<file path="config.mk">
export PLATFORM = sky130hd
export DESIGN_NAME = ser_data_reg
export DESIGN_NICKNAME = d
export VERILOG_FILES = /design/src/rtl/ser_data_pkg.sv /design/src/rtl/sdr_baud_gen.sv /design/src/rtl/sdr_shifter.sv /design/src/rtl/sdr_buf_reg.sv /design/src/rtl/ser_data_reg.sv
export SDC_FILE = /design/constraint.sdc
export NUM_CORES = 1
export LEC_CHECK = 0
export ABC_AREA = 1
export CORE_MARGIN = 1
export CORE_UTILIZATION = 50
export CTS_CLUSTER_DIAMETER = 200
export DETAILED_ROUTE_END_ITERATION = 7
export DONT_BUFFER_PORTS = 1
export PLACE_DENSITY = 0.73
export SLEW_MARGIN = 20
export SYNTH_ARGS = -nofsm -noshare
export SYNTH_HDL_FRONTEND = slang
export SYNTH_HIERARCHICAL = 1
export SYNTH_SLANG_ARGS = --single-unit
export TNS_END_PERCENT = 5
</file>
<file path="constraint.sdc">
create_clock -name clk -period 2.2 [get_ports clk]
set_input_delay 0 -clock clk [delete_from_list [all_inputs] [get_ports clk]]
set_output_delay 0 -clock clk [all_outputs]
set_load 0.02 [all_outputs]
</file>
<file path="src/rtl/ser_data_pkg.sv">
// Package: shared length encoding and helpers for the serial data register.
// Assumes the shift path is never wider than 9 bits.
package ser_data_pkg;

    localparam int unsigned SHIFT_W = 9;

    typedef enum logic [1:0] {
        LEN_7   = 2'b00,
        LEN_8   = 2'b01,
        LEN_9   = 2'b10,
        LEN_ALT = 2'b11
    } len_sel_e;

    // Turn a length select into a bit count, with 9 folded to 8 when not built.
    function automatic logic [3:0] eff_len(input logic [1:0] sel, input logic nine_ok);
        case (sel)
            LEN_7:   return 4'd7;
            LEN_9:   return nine_ok ? 4'd9 : 4'd8;
            default: return 4'd8;
        endcase
    endfunction

    // Mask of the low n bits of the shift path.
    function automatic logic [SHIFT_W-1:0] len_mask(input logic [3:0] n);
        logic [SHIFT_W:0] t;
        t = ({{SHIFT_W{1'b0}}, 1'b1} << n) - 1'b1;
        return t[SHIFT_W-1:0];
    endfunction

endpackage

</file>
<file path="src/rtl/sdr_baud_gen.sv">
// Module: baud tick generator.
// Emits a one-cycle tick every (div+1)*2 operation-clock cycles while run is high.
// The count restarts from zero whenever run drops.
module sdr_baud_gen #(
    parameter int DIV_W = 7
) (
    input  logic             clk,
    input  logic             rst_n,
    input  logic             run,
    input  logic [DIV_W-1:0] div,
    output logic             tick
);
    localparam int CNT_W = DIV_W + 1;

    logic [CNT_W-1:0] cnt_q;
    logic [CNT_W-1:0] limit;

    assign limit = {div, 1'b1};
    assign tick  = run && (cnt_q == limit);

    // Count operation-clock cycles within one bit period.
    always_ff @(posedge clk) begin
        if (!rst_n)
            cnt_q <= '0;
        else if (!run || tick)
            cnt_q <= '0;
        else
            cnt_q <= cnt_q + 1'b1;
    end

    // a bit period lasts at least two cycles.
    assert_tick_spacing_R6: assert property (@(posedge clk) disable iff (!rst_n)
        tick |=> !tick);
    // a tick only ends a period that was running.
    assert_tick_after_run_R6: assert property (@(posedge clk) disable iff (!rst_n)
        tick |-> $past(run));

endmodule

</file>
<file path="src/rtl/sdr_shifter.sv">
// Module: 9-bit shift engine with no host access.
// Transmit loads a masked word and shifts it out. Receive shifts ser_in in.
// Length and order are latched at start. The next shift value is arranged so
// that, after n shifts, the received word is right-aligned and zero above n.
module sdr_shifter
    import ser_data_pkg::*;
(
    input  logic               clk,
    input  logic               rst_n,
    input  logic               go_tx,
    input  logic               go_rx,
    input  logic               tick,
    input  logic [3:0]         len_in,
    input  logic               msb_in,
    input  logic [SHIFT_W-1:0] tx_word,
    input  logic               ser_in,
    output logic               ser_out,
    output logic               busy,
    output logic               cap,
    output logic [SHIFT_W-1:0] cap_word,
    output logic [3:0]         len_cur
);
    logic               busy_q, rx_q, msbf_q;
    logic [3:0]         left_q, len_q;
    logic [SHIFT_W-1:0] sh_q, nxt, mask, topbit;
    logic               ins;

    // Next shift value; the inserted bit enters at bit 0 (MSB first) or at the top of the length (LSB first).
    always_comb begin
        mask   = len_mask(len_q);
        topbit = mask & ~(mask >> 1);
        ins    = rx_q & ser_in;
        if (msbf_q)
            nxt = ((sh_q << 1) | {{(SHIFT_W-1){1'b0}}, ins}) & mask;
        else
            nxt = (sh_q >> 1) | (ins ? topbit : '0);
    end

    assign cap      = busy_q && rx_q && tick && (left_q == 4'd1);
    assign cap_word = nxt;
    assign busy     = busy_q;
    assign len_cur  = len_q;
    assign ser_out  = (busy_q && !rx_q) ? (msbf_q ? |(sh_q & topbit) : sh_q[0]) : 1'b1;

    // Start, shift on each tick, and stop after the last bit.
    always_ff @(posedge clk) begin
        if (!rst_n) begin
            busy_q <= 1'b0;
            rx_q   <= 1'b0;
            msbf_q <= 1'b0;
            left_q <= '0;
            len_q  <= '0;
            sh_q   <= '0;
        end else if (!busy_q && (go_tx || go_rx)) begin
            busy_q <= 1'b1;
            rx_q   <= !go_tx;
            msbf_q <= msb_in;
            len_q  <= len_in;
            left_q <= len_in;
            sh_q   <= go_tx ? (tx_word & len_mask(len_in)) : '0;
        end else if (busy_q && tick) begin
            sh_q   <= nxt;
            left_q <= left_q - 4'd1;
            if (left_q == 4'd1)
                busy_q <= 1'b0;
        end
    end

    // the capture strobe ends the transfer.
    assert_cap_ends_busy_R8: assert property (@(posedge clk) disable iff (!rst_n)
        cap |=> !busy);
    // bits remaining stay within the latched length.
    assert_left_bound_R4: assert property (@(posedge clk) disable iff (!rst_n)
        busy |-> (left_q != 4'd0) && (left_q <= len_q));
    // a transfer in flight keeps its direction, length and order.
    assert_no_restart_R9: assert property (@(posedge clk) disable iff (!rst_n)
        busy |=> $stable(rx_q) && $stable(len_q) && $stable(msbf_q));

endmodule

</file>
<file path="src/rtl/sdr_buf_reg.sv">
// Module: the 16-bit register that holds the division field and the data buffer.
// A received word overrides any write to the low bits in the same cycle.
// Without the ninth-bit option, bit 8 is held at 0.
module sdr_buf_reg
    import ser_data_pkg::*;
#(
    parameter bit NINE_OK = 1'b1,
    parameter int DIV_W   = 7
) (
    input  logic                     clk,
    input  logic                     rst_n,
    input  logic                     chan_en,
    input  logic                     wr16,
    input  logic                     wr8,
    input  logic [DIV_W+SHIFT_W-1:0] wdata,
    input  logic                     cap,
    input  logic [SHIFT_W-1:0]       cap_word,
    output logic [DIV_W+SHIFT_W-1:0] q
);
    localparam int REG_W = DIV_W + SHIFT_W;
    localparam logic [SHIFT_W-1:0] KEEP = NINE_OK ? {SHIFT_W{1'b1}} : {1'b0, {(SHIFT_W-1){1'b1}}};

    // Apply host writes, then let a received word take the buffer bits.
    always_ff @(posedge clk) begin
        if (!rst_n) begin
            q <= '0;
        end else begin
            if (wr16)
                q <= wdata & {{DIV_W{1'b1}}, KEEP};
            else if (wr8 && chan_en)
                q[7:0] <= wdata[7:0];
            if (cap)
                q[SHIFT_W-1:0] <= cap_word & KEEP;
        end
    end

    // a byte write while the channel is stopped changes nothing.
    assert_byte_lock_R3: assert property (@(posedge clk) disable iff (!rst_n)
        (wr8 && !chan_en && !wr16 && !cap) |=> $stable(q));

    generate
        if (!NINE_OK) begin : g_no_ninth
            // bit 8 never holds a 1 on an 8-bit channel.
            assert_no_ninth_bit_R5: assert property (@(posedge clk) disable iff (!rst_n)
                q[SHIFT_W-1] == 1'b0);
        end
    endgenerate

    logic unused_hi;
    assign unused_hi = ^q[REG_W-1:SHIFT_W];

endmodule

</file>
<file path="src/rtl/ser_data_reg.sv">
// Module: top of the serial data register.
// Ties the register, baud generator and shift engine together.
// Starts are gated by chan_en; transmit wins over receive.
module ser_data_reg
    import ser_data_pkg::*;
#(
    parameter bit NINE_OK = 1'b1,
    parameter int DIV_W   = 7
) (
    input  logic                     clk,
    input  logic                     rst_n,
    input  logic                     chan_en,
    input  logic                     wr16_en,
    input  logic                     wr8_en,
    input  logic [DIV_W+SHIFT_W-1:0] wr_data,
    output logic [DIV_W+SHIFT_W-1:0] rd_data,
    input  logic [1:0]               len_sel,
    input  logic                     msb_first,
    input  logic                     tx_start,
    input  logic                     rx_start,
    input  logic                     ser_in,
    output logic                     ser_out,
    output logic                     busy,
    output logic                     rx_done
);
    localparam int REG_W = DIV_W + SHIFT_W;

    logic               go_tx, go_rx, tick, cap;
    logic [SHIFT_W-1:0] cap_word;
    logic [3:0]         len_cur;
    logic [REG_W-1:0]   q;

    assign go_tx   = chan_en && tx_start;
    assign go_rx   = chan_en && rx_start && !tx_start;
    assign rd_data = q;

    sdr_buf_reg #(.NINE_OK(NINE_OK), .DIV_W(DIV_W)) buf_i (
        .clk(clk), .rst_n(rst_n), .chan_en(chan_en), .wr16(wr16_en), .wr8(wr8_en),
        .wdata(wr_data), .cap(cap), .cap_word(cap_word), .q(q)
    );

    sdr_baud_gen #(.DIV_W(DIV_W)) baud_i (
        .clk(clk), .rst_n(rst_n), .run(busy), .div(q[REG_W-1:SHIFT_W]), .tick(tick)
    );

    sdr_shifter shift_i (
        .clk(clk), .rst_n(rst_n), .go_tx(go_tx), .go_rx(go_rx), .tick(tick),
        .len_in(eff_len(len_sel, NINE_OK)), .msb_in(msb_first),
        .tx_word(q[SHIFT_W-1:0]), .ser_in(ser_in), .ser_out(ser_out), .busy(busy),
        .cap(cap), .cap_word(cap_word), .len_cur(len_cur)
    );

    // Delay the capture strobe so it marks the cycle the word is visible.
    always_ff @(posedge clk) begin
        if (!rst_n)
            rx_done <= 1'b0;
        else
            rx_done <= cap;
    end

    // a fresh word has nothing above its length.
    assert_zero_fill_R8: assert property (@(posedge clk) disable iff (!rst_n)
        rx_done |-> ((rd_data[SHIFT_W-1:0] & ~len_mask(len_cur)) == '0));
    // the done strobe lasts one cycle.
    assert_done_pulse_R8: assert property (@(posedge clk) disable iff (!rst_n)
        rx_done |=> !rx_done);

endmodule

</file>
# ---- Yosys cells after proc, flatten, opt, wreduce, memory -nomap -nowiden
# Cells that the tools add are included.
# W data, S select, Z words.
dict set report op_classes {
  addsub 4
  n_eq_ne 3
  shifts 2
  mux 17
  bitwise 9
  reduce_logical 25
}
# op n
set op_table {}
lappend op_table {{$mux W9} 6}
lappend op_table {{$and A9 B9 Y9} 4}
lappend op_table {{$shl A1 B4 Y9 const A} 2}
lappend op_table {{$sub A9 B1 Y9 const B} 2}
lappend op_table {{$mux W8} 2}
lappend op_table {{$logic_and A1 B1 Y1} 11}
lappend op_table {{$not A8 Y9} 1}
lappend op_table {{$or A8 B9 Y9} 1}
lappend op_table {{$or A9 B1 Y9} 1}
lappend op_table {{$reduce_or A9 Y1} 1}
lappend op_table {{$add A8 B1 Y8 const B} 1}
lappend op_table {{$eq A8 B8 Y1} 1}
lappend op_table {{$mux W4} 2}
lappend op_table {{$pmux W4 S2} 1}
lappend op_table {{$mux W1} 6}
lappend op_table {{$reduce_bool A2 Y1} 3}
lappend op_table {{$eq A4 B1 Y1 const B} 1}
lappend op_table {{$logic_not A1 Y1} 4}
lappend op_table {{$sub A4 B1 Y4 const B} 1}
lappend op_table {{$reduce_bool A3 Y1} 1}
lappend op_table {{$eq A2 B2 Y1 const B} 1}
lappend op_table {{$logic_not A2 Y1} 1}
lappend op_table {{$logic_or A1 B1 Y1} 2}
lappend op_table {{$reduce_and A2 Y1} 1}
lappend op_table {{3 further kinds} 3}
dict set report word_totals {
  regBits 45
  elab_cells 71
}

# ---- Longest topological paths before layout
# Gate-level depths: netlist of the first run.
dict set report logic_depth {
  ltp_word 9
  depth_mapped 16
  depth_no_buf 15
}

# ---- By module
# The synthesis of the first run kept the hierarchy.
# module instances cells_per_inst area_per_inst_um2 seq_area_each_um2
set by_module_without_submodules {}
lappend by_module_without_submodules {sdr_shifter 1 251 1536.5 400.4}
lappend by_module_without_submodules {sdr_buf_reg 1 117 753.2 320.3}
lappend by_module_without_submodules {sdr_baud_gen 1 82 531.8 160.2}
lappend by_module_without_submodules {ser_data_reg 1 10 56.3 20.0}

# ---- Least setup slack after synthesis of the first run
# OpenSTA, ideal clock, no wires.
dict set report synth_timing {
  kind {register -> register}
  from {register buf_i.q[15]}
  to {register buf_i.q[8]}
  arrival_ns 1.932
  required_ns 2.082
  slack_ns 0.150
  stages_incl_launch_ff 15
  synth_period_minus_slack_ns 2.050
  path_cell_list {dfxtp_1 > inv_1 > nand2_1 > nand2_1 > clkinv_1 > nand2_1 > nor2_1 > nand2_2 > nor2_1 > nand2_1 > nor3_1 > buf_4 > nand2_1 > nand3_1 > nor2_1}
}
dict set report synth_between {
  elab_chain_len 5
}
# element line_no
set synth_lines {}
lappend synth_lines {{start: declaration} sdr_buf_reg.sv:18} ;# output logic [DIV_W+SHIFT_W-1:0] q
lappend synth_lines {{start signal: assignment} sdr_buf_reg.sv:29} ;# q <= wdata & {{DIV_W{1'b1}}, KEEP};
lappend synth_lines {{start signal: indexed assignment} sdr_buf_reg.sv:33} ;# q[SHIFT_W-1:0] <= cap_word & KEEP;
lappend synth_lines {{$eq A8 B8 Y1 *} sdr_baud_gen.sv:19} ;# assign tick = run && (cnt_q == limit);
lappend synth_lines {{$logic_and A1 B1 Y1 *} sdr_baud_gen.sv:19}
lappend synth_lines {{net tick} ser_data_reg.sv:28} ;# logic go_tx, go_rx, tick, cap;
lappend synth_lines {{$logic_and A1 B1 Y1 * (2 in a row)} sdr_shifter.sv:39} ;# assign cap = busy_q && rx_q && tick && (left_q == 4'd1);
lappend synth_lines {{net cap} ser_data_reg.sv:28}
lappend synth_lines {{$mux W9 / $reduce_bool A2 Y1 (equally long branches)} -}
# The timed path passes the listed nets; every way through them passes the cells marked *.
# A chain may end at the register's enable or synchronous reset.

# ---- Worst setup path in the final report of the first run
dict set report layout_timing {
  from {register shift_i.len_q[0] (netlist: shift_i/len_cur[0])}
  to {output port ser_out}
}
dict set report layout_between {
  elab_chain_len 8
}
# element line_no
set layout_lines {}
lappend layout_lines {{start: declaration} sdr_shifter.sv:24} ;# logic [3:0] left_q, len_q;
lappend layout_lines {{start signal: assignment} sdr_shifter.sv:58} ;# len_q <= len_in;
lappend layout_lines {{$shl A1 B4 Y9 *} ser_data_pkg.sv:26} ;# t = ({{SHIFT_W{1'b0}}, 1'b1} << n) - 1'b1;
lappend layout_lines {{$sub A9 B1 Y9 *} ser_data_pkg.sv:26}
lappend layout_lines {{$not A8 Y9} sdr_shifter.sv:31} ;# topbit = mask & ~(mask >> 1);
lappend layout_lines {{$and A9 B9 Y9 *} sdr_shifter.sv:31}
lappend layout_lines {{$and A9 B9 Y9 *} sdr_shifter.sv:43} ;# assign ser_out = (busy_q && !rx_q) ? (msbf_q ? |(sh_q & topbit) : sh_q[0]) : 1'b1;
lappend layout_lines {{$reduce_or A9 Y1 *} sdr_shifter.sv:43}
lappend layout_lines {{$mux W1 * (2 in a row)} sdr_shifter.sv:43}
lappend layout_lines {{end: declaration} ser_data_reg.sv:22} ;# output logic ser_out,
# Mark *: on every way between the ends. The rest lies on a longest branch, timed or not.

==> results.cfg, run 1 <==
[run_status]
result_of_the_run = completed

[synth]
muxShareOfSynthArea = 0
synth.ff_latch_count = 45
syn-instance-count = 460
seq_area_frac_synth = 0.313
synthArstFlopShare = 0
post_synth_and_or_nand_nor_area_fraction = 0.397
prevailing_post_synth_register_cell = sky130_fd_sc_hd__dfxtp_1
synth_top_family_by_area = simple AND/OR/NAND/NOR gates
netlist-cell-type-count = 38
count_of_flip_flops_with_a_built_in_enable_after_synthesis = 0
postSynthNetCount = 493
synth_xor_area_frac = 0.0183
adder_cell_area_share_of_the_yosys_netlist = 0.0261
syn-mean-instance-area_um2 = 6.26
mappedNetlistArea_um2 = 2880
compound_gate_fraction_of_synth_area = 0.124
synth_warnings = 6

[worst_setup_path]
critical_path_arrival_ns = 2.03
reg2reg_from = baud_i/cnt_q[5]
worstReg2RegEnd = buf_i/q[3]
timing.critical_path.required_ns = 2.20
end_kind = output pin
critical_path_peak_fanout = 5
reg2regPathDepth = 16
timing.setup.critical_path_class = flop to output pin
r2r_setup_slack_ns = 0.18
worst_setup_path_start_kind = flop

[routing]
drtIter0Drc = 200
total_iterations_of_the_first_detailed_routing_run = 4
drt.antenna.violating_nets = 0
route.final.wire_length_mm = 7.71
via_per_instance_ratio = 5.18
route.vias.total = 2996
number_of_design_rule_violations_left_after_detail_routing = 0
post_dr_wirelength_cell_um = 13.3

[sta]
setup_viol = 0
unrepaired_setup_endpoints_after_global_routing = yes
worst_clock_skew_ns = 0.00747
postLayoutSetupSlackWorst_ns = 0.167
hold_violations = 0
report.final.slew_viol_count = 0
final.min_clock_period_ns = 2.03
final.setup.tns_ns = 0
post-route-period-util = 0.924
fmax_ghz = 0.492
slew_headroom = 0.387
worstMarginPinSlew_ns = 0.916

[finish]
drive_above_1_share = 0.134
diodes = 0
final.fill_count = 505
layout.cells.most_common_list = sky130_fd_sc_hd__nand2_1, sky130_fd_sc_hd__inv_1, sky130_fd_sc_hd__nor2_1
most_common_cell_after_layout_fill_and_taps_aside = sky130_fd_sc_hd__nand2_1
layout_stage_area_growth_over_the_synthesis_result_pct = 21.5
final_cell_area_um2 = 3500
final-instance-count-excl-fill = 578
final_layout_net_count = 538

[power_and_ir_drop]
total_leakage_power_nw = 1.59
power.density_nw_per_um2 = 579
switching_share = 0.321
power_frac_seq = 0.462
internal_power_mw = 1.37
vdd_drop_max_v = 0.000427
clock_power_share = 0.315
share_of_power_burned_in_combinational_logic = 0.223
power.switching_uw = 651
total_power_mw = 2.03

[cts]
cts_buffers = 5
clkTransAtPathRegs_ns = 0.09
cts_tree = yes
numClockSinks = 45
cts_max_level = 2
cts_max_path_buffers = 2
worstSkewPairLatency_ns = 0.31
cts-root-buf = sky130_fd_sc_hd__clkbuf_8
postCtsSetupRepairBufs = 0

[placement]
postPlaceCellArea_um2 = 3020
preCtsSetupSlack_ns = 0.191
port_buffers = 0
global_placement_routability_congestion = 0.936
post-dp-hpwl_mm = 5.26
dpl.cell_count = 537

[floorplanning]
floorplan.io_pins = 46
core_area_um2 = 5540
die_w_um = 77.9
dieArea_um2 = 6060
die_height_um = 77.9
start_util = 0.519
rows = 27

[global_routing]
antenna_violations_before_repair = 0
first_pass_grt_wire_length_mm = 12.9
globalRoute.totalOverflow = 0
grt_pass1_vias = 2817
grt_start_max_net_pins = 28
global_route.usage.total = 0.271

[job]
max-cap-violations = 0

[hold_path]
min-delay-start = tx_start
worst_hold_path_type = input port to flop
cells_on_worst_hold_path = 6
hold_path_end = shift_i/sh_q[7]
==> Yosys cell counts (2+ instances only) <==
cell type	number	area, um^2
sky130_fd_sc_hd__nor3_1	4	20.0
sky130_fd_sc_hd__dfxtp_1	45	901
sky130_fd_sc_hd__or2_2	2	12.5
sky130_fd_sc_hd__ha_1	6	75.1
sky130_fd_sc_hd__a21oi_2	3	26.3
sky130_fd_sc_hd__o211ai_1	2	15.0
sky130_fd_sc_hd__xor2_1	5	43.8
sky130_fd_sc_hd__nand3b_1	2	15.0
sky130_fd_sc_hd__nand2_2	6	37.5
sky130_fd_sc_hd__buf_2	3	15.0
sky130_fd_sc_hd__nand4_1	10	62.6
sky130_fd_sc_hd__buf_6	3	33.8
sky130_fd_sc_hd__a21oi_1	22	110
sky130_fd_sc_hd__inv_1	66	248
sky130_fd_sc_hd__o21ai_2	2	17.5
sky130_fd_sc_hd__o21ai_0	20	100
sky130_fd_sc_hd__nand3_1	32	160
sky130_fd_sc_hd__nand2_4	2	22.5
sky130_fd_sc_hd__inv_2	5	18.8
sky130_fd_sc_hd__a31oi_1	5	31.3
sky130_fd_sc_hd__nand2_1	125	469
sky130_fd_sc_hd__buf_4	2	15.0
sky130_fd_sc_hd__clkinv_1	2	7.51
sky130_fd_sc_hd__nor2_1	60	225
sky130_fd_sc_hd__nor2_4	2	22.5
sky130_fd_sc_hd__nor2_2	12	75.1
==> registers in the layout, summed over array words and instances (netlist names) <==
register         flops
shift_i/sh_q         9
shift_i/left_q       4
baud_i/cnt_q         8
shift_i/rx_q         1
buf_i/q             16
shift_i/busy         1
rx_done              1
shift_i/msbf_q       1
shift_i/len_cur      4
==> cells by family after synthesis <==
| logic type | Yosys count |
|---|---|
| AOI/OAI and AO/OA | 61 |
| xor gates and xnor gates | 6 |
| adders and majority gates | 6 |
| buffers and inverters | 83 |
| DFF | 45 |
| and+or+nand+nor | 259 |
==> metal layers <==
layer  routed length, um  GRT usage
met5                   0          0
met2                3620      0.462
met1                3460      0.337
met4                 161     0.0943
met3                 467     0.0553
==> metrics by stage <==
| step | hold slack, ns | util |
|---|---|---|
| 6_report | 0.0483 | 0.631 |
| 3_5_place_dp | 0.122 | 0.546 |
| 2_1_floorplan | 0.0976 | - |
| 3_3_place_gp | 0.107 | 0.546 |
| 4_1_cts | 0.0421 | 0.627 |
| 5_1_grt | 0.0850 | 0.631 |
==> worst max-delay path, cell delays in order (launching register included) <==
cell and delay (ns):
sky130_fd_sc_hd__dfxtp_4 0.37, sky130_fd_sc_hd__inv_1 0.09, sky130_fd_sc_hd__nor2_1 0.05, sky130_fd_sc_hd__nand2_1 0.08, sky130_fd_sc_hd__ha_1 0.21, sky130_fd_sc_hd__inv_1 0.08
sky130_fd_sc_hd__a21oi_2 0.16, sky130_fd_sc_hd__nand2_1 0.13, sky130_fd_sc_hd__nand3_1 0.11, sky130_fd_sc_hd__nand2_1 0.05, sky130_fd_sc_hd__nor2_1 0.11, sky130_fd_sc_hd__nand3_1 0.10
sky130_fd_sc_hd__nand2_1 0.08, sky130_fd_sc_hd__nand2_2 0.11
==> worst max-delay path by stage <==
stage          slack, ns               to               start  cells after the start
6_report            0.17          ser_out  shift_i/len_cur[0]                     13
5_1_grt            -0.05          ser_out  shift_i/len_cur[0]                     14
4_1_cts             0.02          ser_out  shift_i/len_cur[2]                     12
3_5_place_dp        0.19  shift_i/sh_q[6]     baud_i/cnt_q[5]                     15
3_3_place_gp        0.23  shift_i/sh_q[6]     baud_i/cnt_q[2]                     13
2_1_floorplan       0.15       buf_i/q[8]         buf_i/q[15]                     14
==> power by group through the flow <==
stage / combinational (mW) / sequential [mW] / clock [mW]
after floorplan: 0.296 / 0.947 / 0
after global placement: 0.371 / 0.954 / 0
after detailed placement: 0.375 / 0.955 / 0
after CTS: 0.434 / 0.937 / 0.657
after global routing: 0.505 / 0.944 / 0.684
final: 0.451 / 0.936 / 0.639
==> what timing repair did <==
item | in CTS | in global routing
hold buffers | 33 | 0
setup endpoints to repair | 1 | 17
pin swaps | 0 | 3
resized for setup | 1 | 11
endpoints found under the hold margin | 30 | 0
==> area by class of cell <==
cell class | instances | area, um^2 | share of cell area
Multi-Input combinational cell | 332 | 1650 | 0.471
Inverter | 74 | 283 | 0.0809
Tap cell | 72 | 90.1 | 0.0258
Clock inverter | 3 | 46.3 | 0.0132
Clock buffer | 5 | 68.8 | 0.0197
Timing Repair Buffer | 47 | 448 | 0.128
Sequential cell | 45 | 913 | 0.261
No activity file was read; power rests on OpenSTA's default activity.
==> run 2, diff against run 1 <==
Settings changed: CORE_UTILIZATION 50 to 30, PLACE_DENSITY 0.73 to 0.52, SYNTH_HIERARCHICAL 1 to not set.
==> run 2 against run 1 <==
Against the previous run:
- combinational power is 27% lower
- area after synthesis is 14% lower
- synthesized cell count is 17% lower
- worst setup slack worse by 0.013 ns
- utilization decreased by 25 points
- sequential power decreased by 0.7%
- hold slack got worse by 0.022 ns
- critical path depth fell by 2
- total power decreased by 14%
- via count down 17%
- count of clock-buffer cells in the layout grew 1
- critical path type is now flop to flop
- critical endpoint is now buf_i.q[4]
==> results.cfg, run 2 <==
[run_status]
result_of_the_run = completed

[placement]
global_placement_routability_congestion = 0.803
preCtsSetupSlack_ns = 0.459
post-dp-hpwl_mm = 4.96
port_buffers = 0
postPlaceCellArea_um2 = 2580

[hold_path]
cells_on_worst_hold_path = 4
worst_hold_path_type = input port to flop
hold_path_end = shift_i.sh_q[8]
min-delay-start = len_sel[1]

[worst_setup_path]
critPathSlowestCell = sky130_fd_sc_hd__dlygate4sd3_1
worst_setup_path_startpoint = baud_i.cnt_q[0]
timing.critical_path.slowest_cell_delay_ns = 0.56
reg2reg_from = baud_i.cnt_q[0]
path_common_cell = sky130_fd_sc_hd__inv_1
timing.critical_path.required_ns = 2.45
end_kind = flop
critical_path_arrival_ns = 2.29
timing.setup.critical_path_class = flop to flop
crit_path_cell_trace = inv_1, a21oi_1, nand2_1, nor2_2, inv_1, nor2_8, nand4_1, nand2_1, inv_1, nor2_1, dlygate4sd3_1
path_buf_inv = 4
reg2regPathDepth = 11
critical_path.top_delay_family = buffers and inverters
r2r_setup_slack_ns = 0.15
critical_path_peak_fanout = 7
worstReg2RegEnd = buf_i.q[4]
worst_setup_path_start_kind = flop

[synth]
post-synth-top-area-cell = sky130_fd_sc_hd__dfxtp_1
syn-instance-count = 381
post_synth_and_or_nand_nor_area_fraction = 0.357
seq_area_frac_synth = 0.357
netlist-cell-type-count = 33
synth_top_cell_area_share = 0.357
prevailing_post_synth_register_cell = sky130_fd_sc_hd__dfxtp_1
mappedNetlistArea_um2 = 2470
adder_cell_area_share_of_the_yosys_netlist = 0.0203
synthArstFlopShare = 0
synth_xor_area_frac = 0.0142
synth_warnings = 0
yosysMostFrequentCell = sky130_fd_sc_hd__nand2_1
syn-mean-instance-area_um2 = 6.48
synth_top_cells_by_count = sky130_fd_sc_hd__nand2_1, sky130_fd_sc_hd__nor2_1, sky130_fd_sc_hd__inv_1, sky130_fd_sc_hd__o21ai_0, sky130_fd_sc_hd__dfxtp_1
synth.ff_latch_count = 44
synth_top_family_by_area = simple AND/OR/NAND/NOR gates
count_of_flip_flops_with_a_built_in_enable_after_synthesis = 0
muxShareOfSynthArea = 0.00405
post_synth_main_area_contributors = sky130_fd_sc_hd__dfxtp_1, sky130_fd_sc_hd__nand2_1, sky130_fd_sc_hd__o21ai_0, sky130_fd_sc_hd__nor2_1, sky130_fd_sc_hd__inv_1
compound_gate_fraction_of_synth_area = 0.139

[routing]
number_of_design_rule_violations_left_after_detail_routing = 0
total_iterations_of_the_first_detailed_routing_run = 4
route.final.wire_length_mm = 6.90
via_per_instance_ratio = 4.74
drtIter0Drc = 109
post_dr_wirelength_cell_um = 13.3
drt.antenna.violating_nets = 0
route.vias.total = 2472

[cts]
cts_tree = yes
cts-root-buf = sky130_fd_sc_hd__clkbuf_8
cts_max_path_buffers = 2
numClockSinks = 44
clkTransAtPathRegs_ns = 0.09
cts_max_level = 2
worstSkewPairLatency_ns = 0.30
cts_buffers = 5

[finish]
reg.largest.list = buf_i.q x16, shift_i.sh_q x9, baud_i.cnt_q x8
final_layout_net_count = 450
layout.cells.most_common_list = sky130_fd_sc_hd__nand2_1, sky130_fd_sc_hd__nor2_1, sky130_fd_sc_hd__inv_1
drive_above_1_share = 0.105
layout_stage_area_growth_over_the_synthesis_result_pct = 21.2
diodes = 0
seqCellArea_um2 = 890
multiInputGateArea_um2 = 1330
final_cell_area_um2 = 2990
max_flop_register = buf_i.q
max_ffs_per_register = 16
final.fill_count = 859
most_common_cell_after_layout_fill_and_taps_aside = sky130_fd_sc_hd__nand2_1

[sta]
setup_viol = 0
worst_clock_skew_ns = 0.00957
slew_headroom = 0.527
hold_ws_ns = 0.0264
post-route-period-util = 0.930
report.final.slew_viol_count = 0
fmax_ghz = 0.489
postLayoutSetupSlackWorst_ns = 0.154
worstMarginPinSlew_ns = 0.702
hold_violations = 0
final.min_clock_period_ns = 2.05

[power_and_ir_drop]
clock_power_share = 0.280
power_frac_seq = 0.531
share_of_power_burned_in_combinational_logic = 0.189
total_leakage_power_nw = 1.36
total_power_mw = 1.75
power.switching_uw = 552
switching_share = 0.316
vdd_drop_max_v = 0.000266
internal_power_mw = 1.20
power.density_nw_per_um2 = 584

[global_routing]
grt_pass1_vias = 2283
antenna_violations_before_repair = 0
first_pass_grt_wire_length_mm = 11.3
grt_start_max_net_pins = 32
globalRoute.totalOverflow = 0
global_route.usage.total = 0.168

[floorplanning]
start_util = 0.315
dieArea_um2 = 8600
die_height_um = 92.7
die_w_um = 92.7
core_area_um2 = 7850
floorplan.io_pins = 46
rows = 32

[job]
max-cap-violations = 0
## run 2: worst max-delay path by stage
stage | slack [ns] | depth (start not counted) | end
after floorplan | 0.70 | 6 | buf_i.q[8]
after global placement | 0.46 | 9 | shift_i.sh_q[6]
after detailed placement | 0.46 | 9 | shift_i.sh_q[6]
after CTS | 0.03 | 12 | buf_i.q[4]
after global routing | -0.002 | 11 | buf_i.q[1]
final | 0.15 | 11 | buf_i.q[4]
## run 2: cell families (layout without fill, tap and decap cells)
family,Yosys count,after routing
buf+inv,64,101
xor+xnor,4,4
other cells,1,2
compound gates,68,68
mux,1,1
simple gates,195,195
flops,44,44
fa+ha+maj,4,4
## run 2: what timing repair did
item,CTS,global route
resized for setup,0,7
hold endpoints to repair,42,0
setup buffers,0,12
hold buffers,23,0
setup endpoints to repair,0,2
## run 2: power by group through the flow
stage / clock (mW) / sequential, mW / combinational, mW
global route: 0.542 / 0.937 / 0.377
floorplan: 0 / 0.928 / 0.227
finish: 0.489 / 0.929 / 0.330
CTS: 0.511 / 0.927 / 0.326
detailed placement: 0 / 0.945 / 0.278
global placement: 0 / 0.946 / 0.277
## run 2: worst reg2reg max path, stage by stage, from the launching register on
cell and delay (ns):
sky130_fd_sc_hd__dfxtp_1 0.42, sky130_fd_sc_hd__inv_1 0.06, sky130_fd_sc_hd__a21oi_1 0.13, sky130_fd_sc_hd__nand2_1 0.09
sky130_fd_sc_hd__nor2_2 0.16, sky130_fd_sc_hd__inv_1 0.12, sky130_fd_sc_hd__nor2_8 0.17, sky130_fd_sc_hd__nand4_1 0.10
sky130_fd_sc_hd__nand2_1 0.08, sky130_fd_sc_hd__inv_1 0.03, sky130_fd_sc_hd__nor2_1 0.07, sky130_fd_sc_hd__dlygate4sd3_1 0.56
## run 2: metrics by stage
stage / cells / TNS, ns / utilization
floorplan: 382 / 0 / -
global placement: 479 / 0 / 0.328
detailed placement: 479 / 0 / 0.328
CTS: 509 / 0 / 0.369
global route: 521 / -0.00308 / 0.382
finish: 521 / 0 / 0.382
## run 2: cell type report
| type | count | share of cell area |
|---|---|---|
| inverter | 54 | 0.0677 |
| clock buffer | 6 | 0.0242 |
| clock inverter | 1 | 0.00167 |
| multi-input combinational | 274 | 0.444 |
| timing repair buffer | 40 | 0.123 |
| sequential | 44 | 0.297 |
| tap | 102 | 0.0426 |
## run 2: per-layer routing
layer	GRT usage	part of all wire
met4	0.0526	0.011
met1	0.216	0.47
met3	0.0501	0.064
met5	0	0
met2	0.270	0.46
